File: src/rtl/i2cfifo_pkg.sv
`timescale 1ns/1ps
package i2cfifo_pkg;
  // field positions of the configuration and status words
  localparam int THR_FW       = 6;
  localparam int TX_THR_LSB   = 0;
  localparam int TX_CLR_BIT   = 6;
  localparam int TX_DMA_BIT   = 7;
  localparam int RX_THR_LSB   = 8;
  localparam int RX_CLR_BIT   = 14;
  localparam int RX_DMA_BIT   = 15;
  localparam int ST_TX_LSB    = 0;
  localparam int ST_RX_LSB    = 8;
  localparam int ST_SEL_LSB   = 14;

  typedef struct packed {
    logic              rx_dma;
    logic [THR_FW-1:0] rx_thr_m1;
    logic              tx_dma;
    logic [THR_FW-1:0] tx_thr_m1;
  } buf_cfg_t;
endpackage

File: src/rtl/i2cfifo_store.sv
`timescale 1ns/1ps
module i2cfifo_store #(
  parameter int DEPTH = 16,
  parameter int DW    = 8,
  localparam int AW   = $clog2(DEPTH),
  localparam int LW   = AW + 1
) (
  input  logic          clk,
  input  logic          rst,
  input  logic          clr,
  input  logic          wr,
  input  logic [DW-1:0] wdata,
  input  logic          rd,
  output logic [DW-1:0] rdata,
  output logic [LW-1:0] level,
  output logic          full,
  output logic          empty
);
  logic [DW-1:0] mem [DEPTH];
  logic [AW-1:0] wp, rp;
  logic          wr_ok, rd_ok;

  assign full  = (level == LW'(DEPTH));
  assign empty = (level == '0);
  assign wr_ok = wr && !full && !clr;
  assign rd_ok = rd && !empty && !clr;

  // storage without reset so it maps onto block RAM
  always_ff @(posedge clk) begin
    if (wr_ok) mem[wp] <= wdata;
  end

  always_ff @(posedge clk) begin
    if (rst)        rdata <= '0;
    else if (rd_ok) rdata <= mem[rp];
  end

  always_ff @(posedge clk) begin
    if (rst || clr) begin
      wp    <= '0;
      rp    <= '0;
      level <= '0;
    end else begin
      if (wr_ok) wp <= wp + 1'b1;
      if (rd_ok) rp <= rp + 1'b1;
      case ({wr_ok, rd_ok})
        2'b10:   level <= level + 1'b1;
        2'b01:   level <= level - 1'b1;
        default: level <= level;
      endcase
    end
  end


  lvl_max_chk: assert property (@(posedge clk) disable iff (rst)
    level <= LW'(DEPTH));

  clr_empty_chk: assert property (@(posedge clk) disable iff (rst)
    clr |=> (level == '0));

  full_hold_chk: assert property (@(posedge clk) disable iff (rst)
    (wr && full && !rd && !clr) |=> (level == $past(level)));
endmodule

File: src/rtl/i2cfifo_req.sv
`timescale 1ns/1ps
module i2cfifo_req
  import i2cfifo_pkg::*;
#(
  parameter int DEPTH = 16,
  parameter int CW    = 16,
  parameter bit IS_TX = 1'b1,
  localparam int LW   = $clog2(DEPTH) + 1
) (
  input  logic              clk,
  input  logic              rst,
  input  logic [THR_FW-1:0] thr_m1,
  input  logic              dma_en,
  input  logic [LW-1:0]     level,
  input  logic [CW-1:0]     left,
  output logic              rdy,
  output logic              drn,
  output logic              dma
);
  logic [THR_FW:0] raw;
  logic [LW-1:0]   thr;
  logic            rdy_n, drn_n;

  assign raw = {1'b0, thr_m1} + 1'b1;
  assign thr = (raw > (THR_FW+1)'(DEPTH)) ? LW'(DEPTH) : LW'(raw);

  generate
    if (IS_TX) begin : g_tx
      logic [LW-1:0] space;
      assign space = LW'(DEPTH) - level;
      assign rdy_n = (left >= CW'(thr)) && (space >= thr);
      assign drn_n = (left != '0) && (left < CW'(thr)) && (CW'(space) >= left);
    end else begin : g_rx
      assign rdy_n = (level >= thr);
      assign drn_n = (left == '0) && (level != '0) && (level < thr);
    end
  endgenerate

  always_ff @(posedge clk) begin
    if (rst) begin
      rdy <= 1'b0;
      drn <= 1'b0;
      dma <= 1'b0;
    end else begin
      rdy <= rdy_n;
      drn <= drn_n;
      dma <= (rdy_n || drn_n) && dma_en;
    end
  end


  rdy_drn_excl_chk: assert property (@(posedge clk) disable iff (rst)
    !(rdy && drn));

  dma_gate_chk: assert property (@(posedge clk) disable iff (rst)
    dma |-> $past(dma_en));
endmodule

File: src/rtl/i2c_fifo_thresh.sv
`timescale 1ns/1ps
module i2c_fifo_thresh
  import i2cfifo_pkg::*;
#(
  parameter int DEPTH_SEL = 1,
  parameter int CNT_W     = 16,
  localparam int DEPTH    = 8 << DEPTH_SEL,
  localparam int LW       = $clog2(DEPTH) + 1
) (
  input  logic             clk,
  input  logic             rst,
  input  logic             cfg_wr,
  input  logic [15:0]      cfg_wdata,
  output logic [15:0]      cfg_rdata,
  output logic [15:0]      stat_rdata,
  input  logic             xfer_load,
  input  logic             xfer_is_tx,
  input  logic [CNT_W-1:0] xfer_len,
  input  logic             dat_wr,
  input  logic [7:0]       dat_wdata,
  input  logic             dat_rd,
  output logic [7:0]       dat_rdata,
  input  logic             eng_tx_pop,
  output logic [7:0]       eng_tx_data,
  output logic             eng_tx_empty,
  input  logic             eng_rx_push,
  input  logic [7:0]       eng_rx_data,
  output logic             eng_rx_full,
  output logic             tx_rdy_req,
  output logic             tx_drain_req,
  output logic             rx_rdy_req,
  output logic             rx_drain_req,
  output logic             tx_dma_req,
  output logic             rx_dma_req,
  output logic             tx_underflow,
  output logic             rx_overrun
);
  buf_cfg_t         cfg_q;
  logic             tx_clr, rx_clr;
  logic [LW-1:0]    tx_lvl, rx_lvl;
  logic             tx_full, rx_empty;
  logic [CNT_W-1:0] tx_owed, tx_pop_left, rx_due;

  assign tx_clr = cfg_wr && cfg_wdata[TX_CLR_BIT];
  assign rx_clr = cfg_wr && cfg_wdata[RX_CLR_BIT];

  always_ff @(posedge clk) begin
    if (rst) cfg_q <= '0;
    else if (cfg_wr) begin
      cfg_q.tx_thr_m1 <= cfg_wdata[TX_THR_LSB +: THR_FW];
      cfg_q.tx_dma    <= cfg_wdata[TX_DMA_BIT];
      cfg_q.rx_thr_m1 <= cfg_wdata[RX_THR_LSB +: THR_FW];
      cfg_q.rx_dma    <= cfg_wdata[RX_DMA_BIT];
    end
  end

  always_comb begin
    cfg_rdata = '0;
    cfg_rdata[TX_THR_LSB +: THR_FW] = cfg_q.tx_thr_m1;
    cfg_rdata[TX_DMA_BIT]           = cfg_q.tx_dma;
    cfg_rdata[RX_THR_LSB +: THR_FW] = cfg_q.rx_thr_m1;
    cfg_rdata[RX_DMA_BIT]           = cfg_q.rx_dma;
    stat_rdata = '0;
    stat_rdata[ST_TX_LSB +: LW]   = tx_lvl;
    stat_rdata[ST_RX_LSB +: LW]   = rx_lvl;
    stat_rdata[ST_SEL_LSB +: 2]   = 2'(DEPTH_SEL);
  end

  i2cfifo_store #(.DEPTH(DEPTH), .DW(8)) u_txf (
    .clk(clk), .rst(rst), .clr(tx_clr),
    .wr(dat_wr), .wdata(dat_wdata),
    .rd(eng_tx_pop), .rdata(eng_tx_data),
    .level(tx_lvl), .full(tx_full), .empty(eng_tx_empty)
  );

  i2cfifo_store #(.DEPTH(DEPTH), .DW(8)) u_rxf (
    .clk(clk), .rst(rst), .clr(rx_clr),
    .wr(eng_rx_push), .wdata(eng_rx_data),
    .rd(dat_rd), .rdata(dat_rdata),
    .level(rx_lvl), .full(eng_rx_full), .empty(rx_empty)
  );

  // transfer counters and sticky errors
  always_ff @(posedge clk) begin
    if (rst) begin
      tx_owed      <= '0;
      tx_pop_left  <= '0;
      rx_due       <= '0;
      tx_underflow <= 1'b0;
      rx_overrun   <= 1'b0;
    end else if (xfer_load) begin
      tx_owed      <= xfer_is_tx ? xfer_len : '0;
      tx_pop_left  <= xfer_is_tx ? xfer_len : '0;
      rx_due       <= xfer_is_tx ? '0 : xfer_len;
      tx_underflow <= 1'b0;
      rx_overrun   <= 1'b0;
    end else begin
      if (dat_wr && !tx_full && !tx_clr && tx_owed != '0)
        tx_owed <= tx_owed - 1'b1;
      if (eng_tx_pop && !eng_tx_empty && !tx_clr && tx_pop_left != '0)
        tx_pop_left <= tx_pop_left - 1'b1;
      if (eng_rx_push && rx_due != '0)
        rx_due <= rx_due - 1'b1;
      if (eng_tx_pop && eng_tx_empty && tx_pop_left != '0)
        tx_underflow <= 1'b1;
      if (eng_rx_push && eng_rx_full)
        rx_overrun <= 1'b1;
    end
  end

  i2cfifo_req #(.DEPTH(DEPTH), .CW(CNT_W), .IS_TX(1'b1)) u_txreq (
    .clk(clk), .rst(rst), .thr_m1(cfg_q.tx_thr_m1), .dma_en(cfg_q.tx_dma),
    .level(tx_lvl), .left(tx_owed),
    .rdy(tx_rdy_req), .drn(tx_drain_req), .dma(tx_dma_req)
  );

  i2cfifo_req #(.DEPTH(DEPTH), .CW(CNT_W), .IS_TX(1'b0)) u_rxreq (
    .clk(clk), .rst(rst), .thr_m1(cfg_q.rx_thr_m1), .dma_en(cfg_q.rx_dma),
    .level(rx_lvl), .left(rx_due),
    .rdy(rx_rdy_req), .drn(rx_drain_req), .dma(rx_dma_req)
  );


  ovr_set_chk: assert property (@(posedge clk) disable iff (rst)
    (eng_rx_push && eng_rx_full && !xfer_load) |=> rx_overrun);

  udf_set_chk: assert property (@(posedge clk) disable iff (rst)
    (eng_tx_pop && eng_tx_empty && !xfer_load && tx_pop_left != '0) |=> tx_underflow);

  load_clr_chk: assert property (@(posedge clk) disable iff (rst)
    xfer_load |=> (!tx_underflow && !rx_overrun));
endmodule

File: config.mk
export PLATFORM = sky130hd
export DESIGN_NAME = i2c_fifo_thresh
export DESIGN_NICKNAME = d
export VERILOG_FILES = /design/src/rtl/i2cfifo_pkg.sv /design/src/rtl/i2cfifo_store.sv /design/src/rtl/i2cfifo_req.sv /design/src/rtl/i2c_fifo_thresh.sv
export SDC_FILE = /design/constraint.sdc
export NUM_CORES = 1
export LEC_CHECK = 0
export ABC_AREA = 1
export CAP_MARGIN = 20
export CORE_MARGIN = 10
export CORE_UTILIZATION = 50
export CTS_CLUSTER_DIAMETER = 30
export DETAILED_ROUTE_END_ITERATION = 6
export PLACE_DENSITY = 0.8
export SLEW_MARGIN = 20
export SYNTH_ARGS = -nofsm -noshare
export SYNTH_HDL_FRONTEND = slang
export SYNTH_SLANG_ARGS = --single-unit
export TNS_END_PERCENT = 5
File: constraint.sdc
create_clock -name clk -period 4 [get_ports clk]
set_input_delay 1 -clock clk [delete_from_list [all_inputs] [get_ports clk]]
set_output_delay 1 -clock clk [all_outputs]
set_load 0.02 [all_outputs]
After elaboration in Yosys (flattened, before gate mapping) --
Memories as Yosys holds them, arrays and structs flattened. A register that Yosys moved wholly into a read port is not among the register bits. Index checks and enable logic that the tools add are counted. Widths: inputs -> output; s select.
Storage, ports and cells: register bits after elaboration 96, RAM bits 256, output and inout bits 58, word-level logic and storage cells 113, memories 2
Memory list:
- u_rxf.mem | depth 16, bits a word 8, read ports 1, clocked after memory_dff 1, wr ports 1, RTL line i2cfifo_store.sv:19 | logic [DW-1:0] mem [DEPTH];
- u_txf.mem | depth 16, bits a word 8, read ports 1, clocked after memory_dff 1, wr ports 1, RTL line i2cfifo_store.sv:19
Cells by class: add/sub/neg operators 14, magnitude comparators 8, eq/ne operators 6, muxes and demuxes 16, reduce and logical (&&, ||, !) cells 46
Operators by type and width (count):
- $mux 16 | 8
- $reduce_bool 16->1 | 3
- $sub 16x1->16 const B | 3
- $logic_and 1x1->1 | 23
- $pmux 5 s2 | 2
- $add 4x1->4 const B | 4
- $ge 16x5->1 | 1
- $ge 5x16->1 | 1
- $logic_not 16->1 | 1
- $lt 16x5->1 | 1
- $add 6x1->7 const B | 2
- $gt 7x5->1 const B | 2
- $add 5x1->5 const B | 2
- $eq 5x5->1 const B | 2
- $ge 5x5->1 | 2
- $logic_not 5->1 | 2
- $mux 5 | 2
- $reduce_bool 2->1 | 5
- $sub 5x1->5 const B | 2
- $logic_not 1->1 | 6
- $lt 5x5->1 | 1
- $reduce_bool 5->1 | 1
- $sub 5x5->5 const A | 1
- $eq 2x1->1 const B | 2
- other kinds (4) | 11

Depth between registers and ports, before layout --
Gate-level depths: netlist (run 1).
word-level depth 8, gate-level depth with buffers 20, depth with buffers taken out 19

Cells and area by module --
A second synthesis (run 1) with hierarchy kept.
Second synthesis, totals: cell total of the unflattened synthesis 2206, area total of the unflattened synthesis 18471.5 sq um
Modules (own cells, without submodules):
- i2cfifo_store (u_txf) | times used 1, cells each 662, area an instance 6595.1 sq um
- i2cfifo_store (u_rxf) | times used 1, cells each 662, area an instance 6586.3 sq um
- i2c_fifo_thresh | times used 1, cells each 677, area an instance 4115.2 sq um
- i2cfifo_req (u_txreq) | times used 1, cells each 129, area an instance 753.2 sq um
- i2cfifo_req (u_rxreq) | times used 1, cells each 76, area an instance 421.7 sq um

Worst setup path before layout (run 1) --
No wires, ideal clock.
kind reg2reg, start point reg u_txf.level[0], end point reg u_txf.level[4], data arrival time 3.017 ns, required time 3.879 ns, setup slack 0.862 ns, stages on the path, launching flop included 20, path buffers 1, path through dfxtp_1 > inv_1 > ha_1 > nand2_1 > nor2_1 > ha_1 > inv_1 > nand2_1 > nor2_1 > buf_2 > ha_1 > inv_1 > fa_1 > inv_1 > nand2_1 > nand2_1 > a21oi_1 > xor2_1 > nand2_1 > a21oi_1
On the way: longest elaborated chain between the ends 6, elaborated cells between the ends (all ways) 14, classes of those cells add/sub (2); eq/ne (3); mux (1); reduce/logical (8)
Ends and longest elaborated chain:
- start: declaration | RTL line i2cfifo_store.sv:15 | output logic [LW-1:0] level,
- start signal: assignment | RTL line i2cfifo_store.sv:47 | 2'b10: level <= level + 1'b1;
- start signal: assignment | RTL line i2cfifo_store.sv:48 | 2'b01: level <= level - 1'b1;
- start signal: assignment | RTL line i2cfifo_store.sv:49 | default: level <= level;
- $logic_not 5->1 * | RTL line i2cfifo_store.sv:24 | assign empty = (level == '0);
- net eng_tx_empty | RTL line i2c_fifo_thresh.sv:25 | output logic eng_tx_empty,
- $logic_not 1->1 * | RTL line i2cfifo_store.sv:26 | assign rd_ok = rd && !empty && !clr;
- $logic_and 1x1->1 * (2 in a row) | RTL line i2cfifo_store.sv:26
- net u_txf.rd_ok | RTL line i2cfifo_store.sv:21 | logic wr_ok, rd_ok;
- $eq 2x1->1 / $eq 2x2->1 (equally long branches) | RTL line i2cfifo_store.sv:46 | case ({wr_ok, rd_ok})
- $pmux 5 s2 / $reduce_bool 2->1 (equally long branches)
The timed path passes the listed nets; every way through them passes the cells marked *. A chain may end at the register's enable or synchronous reset.

Final worst setup path (run 1) --
start point reg u_txf.level[0], end point out eng_tx_empty
On the way: longest elaborated chain between the ends 1
Ends and longest elaborated chain (RTL line):
- $logic_not 5->1 | i2cfifo_store.sv:24
- end: declaration | i2c_fifo_thresh.sv:25
Every way passes these cells.

==> run_results.csv, run 1 <==
group,metric,value,unit
critical_path,cpMostUsedCell,"ha_1",
final_layout,area_delta_synth_final,21.6,%
placement,place_ws,0.392,ns
pwr,finalPower,12.5,mW
timing,slew_headroom,38.7,%
timing,worstMarginPinSlew,0.918,ns
floorplan,dieArea,42700,um2
global_routing,antenna_found_initial,1,
outcome,outcome,"complete, no violations",
detailed_routing,ant_nets,0,
timing,drv_slew,0,
clock_network,clkSlewWorstSetupHoldPaths,0.05,ns
detailed_routing,vias,14271,
placement,dp_hpwl,29.5,mm
final_layout,fillCellCount,2694,
critical_path,r2r_cells,18,
timing,max_freq,0.292,GHz
clock_network,htree_levels,3,
clock_network,cts.hold.buffers_added,0,
placement,port_buffers,106,
synthesis,yosysUniqueCellTypes,41,
critical_path,path_cells,"inv_1 > ha_1 > nand2_1 > nor2_1 > ha_1 > clkdlybuf4s50_1",
placement,gp_congestion,0.936,
critical_path,crit_fanout,6,
clock_network,postCtsSetupBuffers,0,
synthesis,syn_area,17400,um2
worst_hold_path,worstHoldPathCells,2,
pwr,power_leakage,8.49,nW
global_routing,grt_pass1_vias,13956,
placement,place_area,18700,um2
timing,min_period_over_period,85.7,%
clock_network,cts_root_buf,"clkbuf_16",
clock_network,clock_latency,0.57,ns
critical_path,cp.required,3.00,ns
final_layout,nNetsFinal,2178,
synthesis,async_flop_share,0,%
job,max_cap_viol_count,0,
floorplan,die_y,207,um
critical_path,end_kind,"primary output",
pwr,vdd.ir_drop.worst,0.517,mV
timing,setup_tns,0,ns
synthesis,ys_seq_elements,368,
detailed_routing,drtIter0Drc,1472,
pwr,power-per-cell-area,591,nW/um2
clock_network,cts_tree,"done",
synthesis,postSynthAreaPerCell,8.89,um2
detailed_routing,drcViolationCount,0,
floorplan,fp.dieW,207,um
timing,rsz0062_at_grt,"no",
global_routing,grt_start_max_net_pins,67,
timing,skew,0.0263,ns
detailed_routing,via_per_inst,5.52,
floorplan,pin_count,115,
detailed_routing,drt_pass1_iterations,5,
critical_path,crit_path_start_kind,"flop",
timing,setup_viol,0,
detailed_routing,routed_wl,45.4,mm
critical_path,crit_cells,6,
clock_network,post_cts_resize_count,0,
final_layout,drive_gt1_share,8.87,%
global_routing,grt_pass1_wl,71.6,mm
timing,setup_ws,0.573,ns
floorplan,rows,68,
critical_path,cp_slowest_cell,"clkdlybuf4s50_1",
floorplan,start_util,50.6,%
synthesis,synthFlopType,"edfxtp_1",
global_routing,overflow,0,
synthesis,synth-edff-count,256,
detailed_routing,wl_per_cell,17.6,um
floorplan,core_area,34500,um2
worst_hold_path,min_path_type,"reg -> reg",
timing,hold_violations,0,
global_routing,grt.total_usage,20.9,%
critical_path,cpLargestDelayFamily,"buffers and inverters",
critical_path,critPathArrivalTime,2.43,ns
final_layout,fin_area,21200,um2
clock_network,clockBufferDepth,3,
timing,min_period,3.43,ns
synthesis,syn_inst,1961,
critical_path,crit_type,"reg -> out",
critical_path,critPathBufInv,2,
synthesis,synth_warnings,0,
synthesis,seq_area_frac_synth,56.9,%
clock_network,numCtsBuffers,72,
clock_network,numClockSinks,368,
critical_path,slowest_delay,0.64,ns
==> cell type report <==
type                    instances  area (um2)  area share (%)
clock buffers                  84        1930            9.11
well taps                     455         569            2.68
flip-flops and latches        368        9930            46.8
clock inverters                48         544            2.57
inverters                     146         548            2.58
diodes                          1        2.50          0.0118
repair buffers                123        1200            5.66
multi-input cells            1362        6480            30.5
==> kinds of logic (layout without fill, tap and decap cells) <==
kind of cell             Yosys count  count (layout)  share of synthesized area [%]
flip-flops                       368             368                           56.9
AND/OR/NAND/NOR                 1004            1004                           23.8
XOR/XNOR                          22              22                           1.11
AO/OA/AOI/OAI                    280             280                           8.52
buffers and inverters            237             401                           6.03
adder cells (fa/ha/maj)           48              48                           3.53
other                              2               9                         0.0431
==> power by group <==
part,switching [mW],internal (mW)
logic,1.33,0.738
clock network,2.03,4.02
registers,0.157,4.25
total,3.52,9.00
==> cells in the mapped netlist, drive strengths merged, types with 10 or more instances <==
| cell type | n | area share, % |
|---|---|---|
| nor2 | 458 | 10 |
| nand2 | 344 | 7.7 |
| edfxtp | 256 | 44 |
| o21ai | 185 | 5.4 |
| nand3 | 183 | 5.3 |
| inv | 139 | 3.0 |
| dfxtp | 112 | 13 |
| a21oi | 72 | 2.2 |
| buf | 67 | 2.4 |
| ha | 46 | 3.3 |
| clkbuf | 24 | 0.52 |
| xor2 | 13 | 0.65 |
| o21a | 10 | 0.43 |
==> metrics by stage <==
| step | util, % | hold WS [ns] | cells |
|---|---|---|---|
| floorplan | - | 0.427 | 1967 |
| global placement | 54.4 | 0.442 | 2454 |
| detailed placement | 54.4 | 0.448 | 2454 |
| CTS | 61.5 | 0.464 | 2586 |
| global route | 61.5 | 0.504 | 2587 |
| finish | 61.5 | 0.466 | 2587 |
==> path summary, 6_finish.rpt <==
kind	slack, ns	start	to
max	0.57	u_txf.level[0]	eng_tx_empty
min	0.47	cfg_rdata[15]	u_rxreq.dma
min reg2reg	0.47	cfg_rdata[15]	u_rxreq.dma
max reg2reg	1.13	u_txf.level[0]	u_txf.level[4]
==> routing by layer <==
layer  vias up  GRT usage, %  part of all wire (%)
met5         -             0                     0
met4         0          8.93                   3.3
met3       133          3.50                   7.7
met2       653          35.2                    48
met1      6721          26.0                    41
li1       6764             -                     -
==> cell usage in the layout, fill, tap and decap left out, types with 10 or more instances in the layout <==
| cell | n |
|---|---|
| inv_2 | 11 |
| inv_6 | 13 |
| clkbuf_16 | 76 |
| ha_1 | 46 |
| clkdlybuf4s50_1 | 106 |
| a21oi_1 | 66 |
| edfxtp_1 | 256 |
| nor2_1 | 445 |
| o21a_1 | 10 |
| xor2_1 | 13 |
| o21ai_0 | 164 |
| nand3_1 | 181 |
| nand2_1 | 334 |
| o21ai_1 | 19 |
| clkinv_2 | 11 |
| inv_1 | 128 |
| dfxtp_1 | 110 |
| buf_4 | 16 |
==> sequential cells by signal, indices dropped and copies added, names as in the netlist <==
name and count:
cfg_rdata 14, rx_due 16, rx_overrun 1, tx_owed 16, tx_pop_left 16, tx_underflow 1, u_rxf.level 5, u_rxf.mem 128
u_rxf.rdata 8, u_rxf.rp 4, u_rxf.wp 4, u_rxreq.dma 1, u_rxreq.drn 1, u_rxreq.rdy 1, u_txf.level 5, u_txf.mem 128
u_txf.rdata 8, u_txf.rp 4, u_txf.wp 4, u_txreq.dma 1, u_txreq.drn 1, u_txreq.rdy 1
==> tightest hold or removal path, stage by stage, from the launching register on <==
cell and delay (ns):
dfxtp_1 0.32, nand2_1 0.07, nor2_1 0.03
Note: power is estimated with default switching activity, not from simulation.
==> run 2: changes to the inputs <==
--- a/config.mk
+++ b/config.mk
@@ -13,4 +13,5 @@
 export DETAILED_ROUTE_END_ITERATION = 6
 export PLACE_DENSITY = 0.8
+export RECOVER_POWER = 100
 export SLEW_MARGIN = 20
 export SYNTH_ARGS = -nofsm -noshare
==> constraint.sdc (replaced) <==
create_clock -name clk -period 4 [get_ports clk]
set_input_delay 1 -clock clk [delete_from_list [all_inputs] [get_ports clk]]
set_output_delay 1 -clock clk [all_outputs]
set_load 0.005 [all_outputs]
==> run_results.csv, run 2 (synthesized netlist as in run 1, its figures left out) <==
group,metric,value,unit
outcome,outcome,"complete, no violations",
pwr,pwr-share-seq,34.6,%
final_layout,drive_gt1_share,8.11,%
timing,setup_ws,0.476,ns
critical_path,critPathBufInv,4,
floorplan,start_util,50.6,%
pwr,p_int,9.24,mW
placement,place_ws,0.395,ns
clock_network,numClockSinks,368,
floorplan,pin_count,115,
timing,drv_slew,0,
floorplan,rows,68,
critical_path,cp_slowest_cell,"clkbuf_1",
critical_path,crit_path_start_kind,"input pin",
floorplan,die_y,207,um
clock_network,cts_tree,"done",
global_routing,grt_start_max_net_pins,71,
detailed_routing,vias,14497,
placement,gp_congestion,0.945,
timing,skew,0.0167,ns
timing,slew_headroom,3.01,%
clock_network,htree_levels,3,
critical_path,cp.required,4.45,ns
critical_path,crit_fanout,25,
final_layout,fillCellCount,2681,
global_routing,grt.total_usage,21.6,%
timing,min_period_over_period,88.1,%
detailed_routing,via_per_inst,5.60,
global_routing,antenna_found_initial,2,
clock_network,clock_latency,0.58,ns
pwr,clkPwrFrac,50.0,%
clock_network,clockBufferDepth,3,
timing,max_freq,0.284,GHz
detailed_routing,wl_per_cell,18.1,um
global_routing,overflow,0,
critical_path,path_cells,"dlygate4sd3_1 > nand2_1 > inv_1 > nor2_1 > clkbuf_1 > nand2_1 > nand2_4 > inv_1 > nor2_1 > nor2_1",
final_layout,final_common_cell,"nor2_1",
floorplan,dieArea,42700,um2
detailed_routing,routed_wl,46.8,mm
timing,setup_tns,0,ns
timing,min_period,3.52,ns
critical_path,critPathArrivalTime,3.98,ns
pwr,p_sw,3.47,mW
critical_path,slowest_delay,0.85,ns
detailed_routing,ant_nets,0,
global_routing,grt_pass1_wl,73.7,mm
detailed_routing,drtIter0Drc,1505,
clock_network,cts_root_buf,"clkbuf_16",
final_layout,area_delta_synth_final,21.9,%
pwr,vdd.ir_drop.worst,0.438,mV
placement,port_buffers,106,
critical_path,cpMostUsedCell,"nor2_1",
final_layout,nNetsFinal,2179,
final_layout,multi_input_area,6450,um2
global_routing,grt_pass1_vias,14400,
final_layout,seqCellArea,9930,um2
clock_network,post_cts_resize_count,0,
final_layout,largestRegisters,"u_rxf.mem x128, u_txf.mem x128",
critical_path,crit_type,"in -> reg",
clock_network,clkSlewWorstSetupHoldPaths,0.05,ns
timing,rsz0062_at_grt,"no",
pwr,finalPower,12.7,mW
floorplan,fp.dieW,207,um
timing,worstMarginPinSlew,1.45,ns
final_layout,final_cell_mix,"nor2_1 (446), nand2_1 (337), edfxtp_1 (256)",
pwr,power-per-cell-area,598,nW/um2
critical_path,end_kind,"flop",
pwr,power_leakage,8.66,nW
pwr,pwr-share-comb,15.4,%
critical_path,cpLargestDelayFamily,"buffers and inverters",
clock_network,cts.hold.buffers_added,0,
floorplan,core_area,34500,um2
pwr,switching_share,27.3,%
clock_network,postCtsSetupBuffers,0,
timing,setup_viol,0,
placement,dp_hpwl,29.9,mm
clock_network,numCtsBuffers,75,
job,max_cap_viol_count,0,
worst_hold_path,min_path_type,"reg -> reg",
detailed_routing,drt_pass1_iterations,6,
detailed_routing,drcViolationCount,0,
timing,hold_violations,0,
==> run 2: changes by cell type in the layout (fill, tap and decap cells not counted), sizes merged <==
cell / before / now
clkbuf: 84 / 98
inv: 153 / 150
bufinv: 8 / 10
dlygate4sd3: 0 / 68
clkinvlp: 8 / 5
clkinv: 25 / 26
clkdlybuf4s50: 106 / 38
diode: 1 / 2
buf: 17 / 9
==> run 2: power by group through the flow <==
stage | Clock (mW) | Sequential (mW) | Combinational (mW)
6_report | 6.35 | 4.39 | 1.96
3_3_place_gp | 0 | 4.45 | 1.88
3_5_place_dp | 0 | 4.46 | 1.95
2_1_floorplan | 0 | 4.42 | 1.35
4_1_cts | 6.40 | 4.39 | 1.99
5_1_grt | 6.59 | 4.41 | 2.20
==> run 2: cell type report <==
class | count | area share (%)
Sequential cell | 368 | 46.7
Multi-Input combinational cell | 1362 | 30.3
Clock buffer | 92 | 9.61
Timing Repair Buffer | 121 | 5.42
Tap cell | 455 | 2.68
Clock inverter | 45 | 2.62
Inverter | 146 | 2.58
Antenna cell | 2 | 0.0235
==> run 2: tightest hold or removal path, stage by stage, from the launching register on <==
cell and delay (ns):
dfxtp_1 0.32, nand2_1 0.07, nor2_1 0.03
==> run 2: worst paths after layout <==
kind                       start        endpoint  slack, ns  depth (start not counted)
setup / recovery          cfg_wr  tx_pop_left[8]       0.48                         10
hold reg to reg    cfg_rdata[15]     u_rxreq.dma       0.47                          2
setup reg to reg  u_txf.level[0]  tx_pop_left[8]       0.64                         14
hold / removal     cfg_rdata[15]     u_rxreq.dma       0.47                          2
==> run 2: per-layer routing <==
| metal | routed length, um | global-route usage, % | vias to the layer above | share of wire (%) |
|---|---|---|---|---|
| met5 | 0 | 0 | - | 0 |
| met4 | 1640 | 9.44 | 0 | 3.5 |
| met3 | 4060 | 3.96 | 138 | 8.7 |
| met2 | 23000 | 36.6 | 766 | 49 |
| met1 | 18200 | 26.4 | 6840 | 39 |
| li1 | - | - | 6753 | - |
==> run 2: metrics by stage <==
| step | utilization (%) | cells | hold slack, ns | cell area (um2) |
|---|---|---|---|---|
| after floorplan | - | 1967 | 0.427 | 17500 |
| after global placement | 54.3 | 2452 | 0.441 | 18700 |
| after detailed placement | 54.3 | 2452 | 0.453 | 18700 |
| after CTS | 61.9 | 2589 | 0.479 | 21300 |
| after global routing | 61.7 | 2591 | 0.509 | 21300 |
| final | 61.7 | 2591 | 0.474 | 21300 |
